==> src/rtl/rsp_tx_pkg.sv <==
package rsp_tx_pkg;
  // all timing in quarter-microsecond units
  localparam int Q_STBY        = 2;
  localparam int Q_WIN         = 24;
  localparam int Q_FIRST_SYNC  = 47;
  localparam int Q_FIRST_ASYNC = 49;
  localparam int Q_RESP        = 240;
  localparam int Q_BIT         = 24;
  localparam int Q_HALF        = 12;
  localparam int Q_AUX_RISE    = 8;
  localparam int Q_AUX_FALL    = 20;

  typedef enum logic [2:0] {
    ST_IDLE, ST_ARM, ST_LOADED, ST_SEND, ST_NORESP, ST_PAUSE
  } seq_state_t;
endpackage

==> src/rtl/rsp_tx_tick.sv <==
module rsp_tx_tick #(
  parameter int Q_CYC = 2
) (
  input  logic clk,
  input  logic rst_n,
  input  logic restart,
  output logic tick
);
  localparam int PW = (Q_CYC > 1) ? $clog2(Q_CYC) : 1;
  localparam logic [PW-1:0] PMAX = PW'(Q_CYC - 1);

  logic [PW-1:0] pre;

  always_ff @(posedge clk or negedge rst_n) begin
    if (!rst_n)            pre <= '0;
    else if (restart)      pre <= '0;
    else if (pre == PMAX)  pre <= '0;
    else                   pre <= pre + 1'b1;
  end

  assign tick = (pre == PMAX) && !restart;
endmodule

==> src/rtl/rsp_tx_seq.sv <==
module rsp_tx_seq
  import rsp_tx_pkg::*;
#(
  parameter int DATA_W = 4,
  localparam int NB = DATA_W + 3
) (
  input  logic          clk,
  input  logic          rst_n,
  input  logic          rx_strobe,
  input  logic          sync_state,
  input  logic          resp_valid,
  output logic          resp_ready,
  input  logic [DATA_W-1:0] resp_data,
  input  logic          line_active,
  input  logic          pause_seen,
  input  logic          tick,
  input  logic          ser_done,
  output logic          restart,
  output logic          load,
  output logic [NB-1:0] frame,
  output logic          standby
);
  localparam int QW = $clog2(Q_RESP + 1);

  seq_state_t          st;
  logic [QW-1:0]       qcnt;
  logic                mode_sync;
  logic [DATA_W-1:0]   data_q;
  logic [QW-1:0]       first_m1;
  logic                accept;

  assign first_m1 = mode_sync ? QW'(Q_FIRST_SYNC - 1) : QW'(Q_FIRST_ASYNC - 1);
  assign accept   = (st == ST_ARM) && resp_valid;
  assign restart  = (st == ST_IDLE) && rx_strobe;
  assign load     = (st == ST_LOADED) && tick && (qcnt == first_m1);
  assign resp_ready = (st == ST_ARM);
  // start bit 0 at LSB, data LSB first, even parity, end bit 1
  assign frame    = {1'b1, ^data_q, data_q, 1'b0};

  assign standby = !(((st == ST_ARM) || (st == ST_LOADED)) && (qcnt >= QW'(Q_STBY)))
                   && (st != ST_SEND);

  always_ff @(posedge clk or negedge rst_n) begin
    if (!rst_n) begin
      st        <= ST_IDLE;
      qcnt      <= '0;
      mode_sync <= 1'b0;
      data_q    <= '0;
    end else begin
      if (tick && (qcnt < QW'(Q_RESP))) qcnt <= qcnt + 1'b1;
      case (st)
        ST_IDLE: if (rx_strobe) begin
          st        <= ST_ARM;
          qcnt      <= '0;
          mode_sync <= sync_state;
        end
        ST_ARM: begin
          if (accept) begin
            data_q <= resp_data;
            st     <= ST_LOADED;
          end else if (tick && (qcnt == QW'(Q_WIN - 1))) begin
            st <= ST_NORESP;
          end
        end
        ST_LOADED: if (load) st <= ST_SEND;
        ST_SEND:   if (ser_done) st <= ST_PAUSE;
        ST_NORESP: begin
          if (line_active) st <= ST_PAUSE;
          else if (tick && (qcnt == QW'(Q_RESP - 1))) st <= ST_IDLE;
        end
        ST_PAUSE:  if (pause_seen) st <= ST_IDLE;
        default:   st <= ST_IDLE;
      endcase
    end
  end

  AST_READY_AFTER_STROBE: assert property (@(posedge clk) disable iff (!rst_n)
    $rose(resp_ready) |-> $past(rx_strobe));
  AST_STROBE_IGNORED: assert property (@(posedge clk) disable iff (!rst_n)
    (resp_ready && rx_strobe && !resp_valid) |=> resp_ready || !standby || $past(tick));
endmodule

==> src/rtl/rsp_tx_ser.sv <==
module rsp_tx_ser
  import rsp_tx_pkg::*;
#(
  parameter int NB = 7
) (
  input  logic          clk,
  input  logic          rst_n,
  input  logic          load,
  input  logic [NB-1:0] frame,
  input  logic          tick,
  output logic          line_n,
  output logic          aux_clk,
  output logic          done,
  output logic          active
);
  localparam int BW = $clog2(NB);

  logic [NB-1:0] sh;
  logic [BW-1:0] bidx;
  logic [4:0]    qin;

  assign done = active && tick && (qin == 5'(Q_BIT - 1)) && (bidx == BW'(NB - 1));

  always_ff @(posedge clk or negedge rst_n) begin
    if (!rst_n) begin
      sh     <= '0;
      bidx   <= '0;
      qin    <= '0;
      active <= 1'b0;
    end else if (load) begin
      sh     <= frame;
      bidx   <= '0;
      qin    <= '0;
      active <= 1'b1;
    end else if (active && tick) begin
      if (qin == 5'(Q_BIT - 1)) begin
        qin <= '0;
        sh  <= sh >> 1;
        if (bidx == BW'(NB - 1)) active <= 1'b0;
        else                     bidx   <= bidx + 1'b1;
      end else begin
        qin <= qin + 1'b1;
      end
    end
  end

  // 0: low then high, 1: high then low (active-low line)
  assign line_n  = active ? ((qin < 5'(Q_HALF)) ? sh[0] : ~sh[0]) : 1'b1;
  assign aux_clk = active && (qin >= 5'(Q_AUX_RISE)) && (qin < 5'(Q_AUX_FALL));

  AST_NO_RELOAD: assert property (@(posedge clk) disable iff (!rst_n)
    load |-> !active);
  AST_MID_BIT_FLIP: assert property (@(posedge clk) disable iff (!rst_n)
    (active && $past(active) && $past(tick) && ($past(qin) == 5'(Q_HALF - 1)))
      |-> (line_n != $past(line_n)));
endmodule

==> src/rtl/rsp_tx.sv <==
module rsp_tx
  import rsp_tx_pkg::*;
#(
  parameter int Q_CYC  = 2,
  parameter int DATA_W = 4
) (
  input  logic              clk,
  input  logic              rst_n,
  input  logic              rx_strobe,
  input  logic              sync_state,
  input  logic              resp_valid,
  output logic              resp_ready,
  input  logic [DATA_W-1:0] resp_data,
  input  logic              line_active,
  input  logic              pause_seen,
  output logic              standby,
  output logic              line_n,
  output logic              aux_clk
);
  localparam int NB = DATA_W + 3;

  logic          tick, restart, load, ser_done, ser_active;
  logic [NB-1:0] frame;

  rsp_tx_tick #(.Q_CYC(Q_CYC)) u_tick (
    .clk(clk), .rst_n(rst_n), .restart(restart), .tick(tick)
  );

  rsp_tx_seq #(.DATA_W(DATA_W)) u_seq (
    .clk(clk), .rst_n(rst_n), .rx_strobe(rx_strobe), .sync_state(sync_state),
    .resp_valid(resp_valid), .resp_ready(resp_ready), .resp_data(resp_data),
    .line_active(line_active), .pause_seen(pause_seen), .tick(tick),
    .ser_done(ser_done), .restart(restart), .load(load), .frame(frame),
    .standby(standby)
  );

  rsp_tx_ser #(.NB(NB)) u_ser (
    .clk(clk), .rst_n(rst_n), .load(load), .frame(frame), .tick(tick),
    .line_n(line_n), .aux_clk(aux_clk), .done(ser_done), .active(ser_active)
  );

  AST_STBY_LOW_IN_FRAME: assert property (@(posedge clk) disable iff (!rst_n)
    ser_active |-> !standby);
  AST_DONE_TO_STANDBY: assert property (@(posedge clk) disable iff (!rst_n)
    ser_done |=> (standby && line_n));
  AST_AUX_RISE_LINE_STEADY: assert property (@(posedge clk) disable iff (!rst_n)
    $rose(aux_clk) |-> $stable(line_n));
endmodule

==> config.mk <==
export PLATFORM = sky130hd
export DESIGN_NAME = rsp_tx
export DESIGN_NICKNAME = d
export VERILOG_FILES = /design/src/rtl/rsp_tx_pkg.sv /design/src/rtl/rsp_tx_tick.sv /design/src/rtl/rsp_tx_seq.sv /design/src/rtl/rsp_tx_ser.sv /design/src/rtl/rsp_tx.sv
export SDC_FILE = /design/constraint.sdc
export NUM_CORES = 1
export LEC_CHECK = 0
export BUFFER_PORTS_ARGS = -buffer_cell sky130_fd_sc_hd__buf_4
export CAP_MARGIN = 20
export CORE_UTILIZATION = 28
export CTS_CLUSTER_SIZE = 16
export DETAILED_ROUTE_END_ITERATION = 8
export PLACE_DENSITY = 0.49
export SLEW_MARGIN = 20
export SYNTH_ARGS = -nofsm -noshare
export SYNTH_HDL_FRONTEND = slang
export SYNTH_SLANG_ARGS = --single-unit
==> constraint.sdc <==
create_clock -name clk -period 4.5 [get_ports clk]
set_input_delay 0 -clock clk [delete_from_list [all_inputs] [get_ports clk]]
set_output_delay 0 -clock clk [all_outputs]
set_load 0.05 [all_outputs]
==> results of run 1 <==
## power groups by stage
| stage | clock network, mW | logic [mW] | registers [mW] |
|---|---|---|---|
| detailed placement | 0 | 0.377 | 0.449 |
| global route | 0.248 | 0.419 | 0.456 |
| global placement | 0 | 0.380 | 0.448 |
| floorplan | 0 | 0.337 | 0.406 |
| finish | 0.226 | 0.376 | 0.442 |
| CTS | 0.237 | 0.383 | 0.443 |
## synth_stat cells (all sizes together), types with 6 or more instances
master	instances
xor2	6
nand4	6
mux2	6
buf	6
o21ai	6
a31oi	8
nor2	24
dfrtp	33
nand3	8
inv	10
nand2	27
## worst max-delay path, cell delays in order, from the launching register on
cell     delay (ns)
dfrtp_1        0.48
nor4b_2        0.93
nor4_1         0.15
o32a_1         0.36
nand4_1        0.11
mux2_1         0.33
## cell families after synthesis
| group | synth area share |
|---|---|
| multiplexers | 0.0582 |
| AO/OA/AOI/OAI | 0.110 |
| buffers and inverters | 0.0490 |
| XOR/XNOR | 0.0510 |
| flip-flops | 0.437 |
| AND/OR/NAND/NOR | 0.256 |
| adder cells (fa/ha/maj) | 0.0390 |
## flip-flops by register name, summed over array words and instances (netlist names)
register and flops:
u_seq.st 3, u_ser.bidx 3, u_ser.qin 5, u_ser.active 1, u_ser.sh 7, u_seq.data_q 4, u_tick.pre 1, u_seq.qcnt 8
u_seq.mode_sync 1
## how the worst max path moves through the flow
| stage | slack (ns) | start | cells past startpoint | end |
|---|---|---|---|---|
| after floorplan | 2.44 | u_seq.qcnt[5] | 4 | standby |
| after global placement | 2.06 | u_seq.st[0] | 5 | u_seq.st[0] |
| after detailed placement | 1.95 | u_seq.st[0] | 5 | u_seq.st[2] |
| after CTS | 1.97 | u_seq.st[0] | 5 | u_seq.st[2] |
| after global routing | 1.85 | u_seq.st[0] | 5 | u_seq.st[2] |
| final | 2.01 | u_seq.st[0] | 5 | u_seq.st[2] |
## per-layer routing
metal	part of all wire	routed length, um	track usage	vias up
met3	0.035	135	0.0305	6
met1	0.52	2020	0.160	706
li1	-	-	-	742
met5	0	0	0	-
met4	0.015	59	0.0470	0
met2	0.43	1690	0.186	21
## metrics by stage
stage	setup WS, ns	instances
2_1_floorplan	2.44	202
3_3_place_gp	2.06	282
3_5_place_dp	1.95	282
4_1_cts	1.97	295
5_1_grt	1.85	295
6_report	2.01	295
## what timing repair did
| item | in CTS | in global routing |
|---|---|---|
| hold endpoints to repair | 38 | 0 |
| hold buffers | 6 | 0 |
| endpoints found under the setup margin | 0 | 0 |
## cell type report
class,instances,area (sq um)
Inverter,10,37.5
Timing Repair Buffer,20,165
Multi-Input combinational cell,148,972
Fill cell,658,4240
Tap cell,77,96.3
Sequential cell,33,826
Clock buffer,7,86.3
==> results.md, run 1 <==
- # diodes: 0
- Synth top area share: 0.437
- CP required: 4.66 ns
- DP Area: 0.00204 sq mm
- Hold depth: 4
- Critical path endpoint category: flip-flop
- GP Congestion: a little under 0.8
- Post-synth top flop: dfrtp_1
- Post-synthesis cell count: 202
- Reg2reg start: u_seq.st[0]
- Post-synth top area cell: dfrtp_1
- Setup TNS: 0 ns
- Fmax: between 0.4 and 0.5 GHz
- Outcome: finished with violations
- Syn nets: 218
- GR Overflow Total: 0
- Worst clock skew: 0.00704 ns
- Asr flop ratio synth: 1.00
- Layout cell share with drive strength beyond 1: 0.142
- PD cells: 478 mW/mm^2
- Via count: 1475
- Post-synth EDFFs: 0
- Die height: between 80 and 90 um
- Pins over their slew limit: 0
- Comb pwr share: 0.360
- Post-DR wirelength/cell: 13.2 um
- Maxcap violations: 0
- Synth-to-layout area growth: 15.5%
- Switching part of the total: 0.386
- Rows: 29
- Synthesized area: roughly 0.0019 sq mm
- Worst Hold End: u_seq.st[0]
- Clock power share: 0.217
- Max-slew headroom: 0.313
- Largest net degree at the start of global routing: 34
- Final Util: 0.340
- Least-Margin Pin Slew: roughly 1.0 ns
- Tmin final: 2.49 ns
- Peak supply drop: 0.171 mV
- Final instance area: 0.00218 sq mm
- Leak: 0.963 nW
- Worst EP arrival: 2.66 ns
- DRC: 2
- Sequential share of power: 0.423
- Hold WC Path Type: primary input to flip-flop
- H-tree levels: 2
- Netlist cell types: 48
- Worst-Skew Late Latency: 0.28 ns
- Final setup vio count: 0
- Clk root buf: clkbuf_8
- Unrepaired setup endpoints after global routing: false
- Initial core utilization: 0.294
- DP HPWL: 2740 um
- Max FO, Critical Path: 11
- CTS sink cnt: 33
- Tot Pwr: 1.04 mW
- Clock tree from TritonCTS: done
- Synth warnings: 0
- P_int: 0.641 mW
- Clock transition at path regs: 0.07 ns
- Most common cell after layout, fill and taps aside: dfrtp_1
- WHS: 0.150 ns
- Die extent in x: 84.2 um
- Final #Nets: 234
- Drt pass-1 iters: 6
- PostCTS Resize Cnt: 0
- Register-to-register setup slack: 2.01 ns
- RR Endpoint: u_seq.st[2]
- Reg2reg path depth: 5
- Critical path class: flip-flop to flip-flop
- IO Port Bufs: 14
- Routed wire length: 3910 um
- Antenna violations before repair: 0
- CTS Buffer Depth: 2
- Core Box Area: 0.00642 sq mm
- P_sw: between 0.4 and 0.5 mW
- Synth Area per Inst: between 9 and 10 sq um
- Number of I/O pins: 15
- Post-synthesis sequential area ratio: 0.437
- Final hold vios: 0
- Num CTS Buffers: 5
- Final worst path period share: 0.554
- Crit path launch type: flip-flop
- Initial DRC Count: 55
- HP Start: line_active
- Cells taking the most area after synthesis: dfrtp_1 44%, nand2_1 5.4%, nor2_1 4.8%
- First-pass GRT wire length: 6760 um
- Post-route ant nets: 0
- Failing checks: design-rule violations
- Via/cell ratio: around 5.0
- Synthesized flop and latch total: 33
- GRT Total Usage: 0.120
- Most frequent cells in the layout: 33 x dfrtp_1, 27 x nand2_1, 24 x nor2_1, 14 x buf_4, 10 x inv_1
- Die Area: 0.00708 sq mm
- Post-CTS setup buffers: 0
- Vias in the first global route: 1450
(Power assumes the default switching activity.)
==> run 2: changes to the inputs <==
Settings changed: PLACE_DENSITY 0.49 to 0.51.
Clock period 4.5 ns to 2.1 ns, I/O delays scaled along.
==> results.md, run 2 (same netlist as run 1, synthesis figures left out) <==
- Final instance area: 0.00235 sq mm (was 0.00218 sq mm)
- Worst clock skew: 0.00661 ns (was 0.00704 ns)
- Pins over their slew limit: 0 (unchanged)
- Critical path class: flip-flop to output port (was flip-flop to flip-flop)
- Layout Cells excl Fill: 316 (was 295)
- Post-route ant nets: 0 (unchanged)
- CP required: 2.10 ns (was 4.66 ns)
- P_int: 1.48 mW (was 0.641 mW)
- Largest net degree at the start of global routing: 34 (unchanged)
- Via count: 1554 (was 1475)
- Max FO, Critical Path: 2 (was 11)
- Final hold vios: 0 (unchanged)
- Worst EP arrival: 2.16 ns (was 2.66 ns)
- Via/cell ratio: 4.92 (was 5.00)
- GRT Total Usage: 0.128 (was 0.120)
- Die Area: 0.00708 sq mm (unchanged)
- Leak: 1.07 nW (was 0.963 nW)
- Top delay family on crit path: simple AND/OR/NAND/NOR gates (unchanged)
- Initial core utilization: 0.294 (unchanged)
- Biggest register: u_seq.qcnt (unchanged)
- Maxcap violations: 0 (unchanged)
- Least-Margin Pin Slew: 0.439 ns (was 1.03 ns)
- Comb pwr share: 0.436 (was 0.360)
- Antenna violations before repair: 0 (unchanged)
- Dpl cells: 299 (was 282)
- DP Area: 0.00216 sq mm (was 0.00204 sq mm)
- Final worst path period share: 1.03
- Synth-to-layout area growth: 24.1% (was 15.5%)
- Vias in the first global route: 1546 (was 1450)
- Final #Nets: 254 (was 234)
- Most frequent cells in the layout: 33 x buf_4, 32 x dfrtp_1, 27 x nand2_1, 24 x nor2_1, 10 x inv_1 (was 33 x dfrtp_1, 27 x nand2_1, 24 x nor2_1, 14 x buf_4, 10 x inv_1)
- Final worst slack: -0.0586 ns (was 2.01 ns)
- Number of I/O pins: 15 (unchanged)
- DP HPWL: 2970 um (was 2740 um)
- CTS sink cnt: 33 (unchanged)
- Final setup vio count: 1 (was 0)
- # diodes: 0 (unchanged)
- Slowest cell on the critical path: or4_4 (was nor4b_2)
- Most common cell after layout, fill and taps aside: buf_4 (was dfrtp_1)
- Initial DRC Count: 86 (was 55)
- Clk root buf: clkbuf_8 (unchanged)
- Tmin final: 2.16 ns
- IO Port Bufs: 14 (unchanged)
- Hold WC Path Type: primary input to flip-flop (unchanged)
- Rows: 29 (unchanged)
- DRC: 2 (unchanged)
- CP bufs+invs: 1 (was 0)
- Layout cell share with drive strength beyond 1: 0.234 (was 0.142)
- CP peak stage delay: 0.53 ns (was 0.93 ns)
- Sequential share of power: 0.371 (was 0.423)
- Drt pass-1 iters: 8 (was 6)
- Setup TNS: -0.0586 ns (was 0 ns)
- Num CTS Buffers: 5 (unchanged)
- Crit path launch type: flip-flop (unchanged)
- Outcome: finished with violations (unchanged)
- Routed wire length: 4140 um (was 3910 um)
- Unrepaired setup endpoints after global routing: true (was false)
- Critical path endpoint category: output port (was flip-flop)
- First-pass GRT wire length: 7250 um (was 6760 um)
- CTS Buffer Depth: 2 (unchanged)
- Clock tree from TritonCTS: done (unchanged)
- Fmax: 0.463 GHz
- Failing checks: design-rule violations, negative setup slack (was design-rule violations)
- Peak supply drop: 0.463 mV (was 0.171 mV)
- Die extent in x: 84.2 um (unchanged)
- Critical Path Most Common Cell: or4_4
- Clock transition at path regs: 0.07 ns (about the same)
- P_sw: 0.921 mW (was 0.403 mW)
- Switching part of the total: 0.383 (was 0.386)
- Worst-Skew Late Latency: 0.28 ns (about the same)
- CP Cell Sequence: or4_4 -> or4_4 -> maj3_2 -> nand2b_1 -> buf_6 (was nor4b_2 -> nor4_1 -> o32a_1 -> nand4_1 -> mux2_1)
- Die height: 84.2 um (unchanged)
- Clock power share: 0.193 (was 0.217)
- Max-slew headroom: 0.708 (was 0.313)
- Max FFs per register: 8 (unchanged)
- H-tree levels: 2 (unchanged)
- Largest regs: u_seq.qcnt: 8 flops, u_ser.sh: 7 flops, u_ser.qin: 5 flops (unchanged)
- GP Congestion: 0.763 (was 0.787)
- Post-DR wirelength/cell: 13.1 um (was 13.2 um)
- GR Overflow Total: 0 (unchanged)
- PD cells: 1030 mW/mm^2 (was 478 mW/mm^2)
- Core Box Area: 0.00642 sq mm (unchanged)
[run 2: layout make-up]
type	instances	area, sq um
repair buffers	40	319
well taps	77	96.3
inverters	10	37.5
fillers	647	4080
clock buffers	6	72.6
multi-input cells	148	983
clock inverters	2	10.0
flip-flops and latches	33	827
[run 2: final timing paths]
check / from / end / slack (ns) / cells past startpoint
min in group asynchronous: rst_n / u_seq.qcnt[5] / 0.21 / 2
worst min register to register: u_ser.sh[6] / u_ser.sh[6] / 0.48 / 2
worst max register to register: u_seq.qcnt[3] / u_ser.qin[1] / 0.11 / 5
worst min-delay path: line_active / u_seq.st[2] / 0.14 / 4
max in group asynchronous: rst_n / u_seq.qcnt[3] / 1.56 / 2
worst max-delay path: u_seq.qcnt[6] / standby / -0.06 / 5
[run 2: per-stage QoR]
step	power [mW]	setup slack (ns)	util	hold slack (ns)
floorplan	1.59	0.0447	-	-0.296
global placement	1.91	0.103	0.337	-0.0222
detailed placement	1.91	0.117	0.337	-0.0206
CTS	2.42	-0.0799	0.365	0.135
global route	2.57	-0.111	0.365	0.178
finish	2.41	-0.0586	0.365	0.137
[run 2: worst min-delay path: cells and delay by family]
kind	cells	cell delay, ns
muxes	1	0.12
AOI/OAI and AO/OA	1	0.15
buffers and inverters	2	0.12
[run 2: per-layer routing]
metal	part of all wire	vias up	GRT usage
met5	0	-	0
met4	0.012	0	0.0455
met3	0.029	5	0.0295
met2	0.45	19	0.194
met1	0.51	744	0.178
li1	-	786	-
[run 2: power groups by stage]
stage	Combinational (mW)	Sequential, mW	Clock (mW)
floorplan	0.723	0.869	0
global placement	1.01	0.896	0
detailed placement	1.00	0.901	0
CTS	1.05	0.890	0.479
global route	1.16	0.909	0.505
finish	1.05	0.893	0.464
[run 2: repair_timing]
| action | in CTS | in global routing |
|---|---|---|
| pin swaps | 2 | 0 |
| hold buffers | 6 | 0 |
| endpoints found under the hold margin | 38 | 0 |
| endpoints found under the setup margin | 1 | 2 |
| gates resized for setup | 3 | 2 |
| buffers inserted | 3 | 0 |
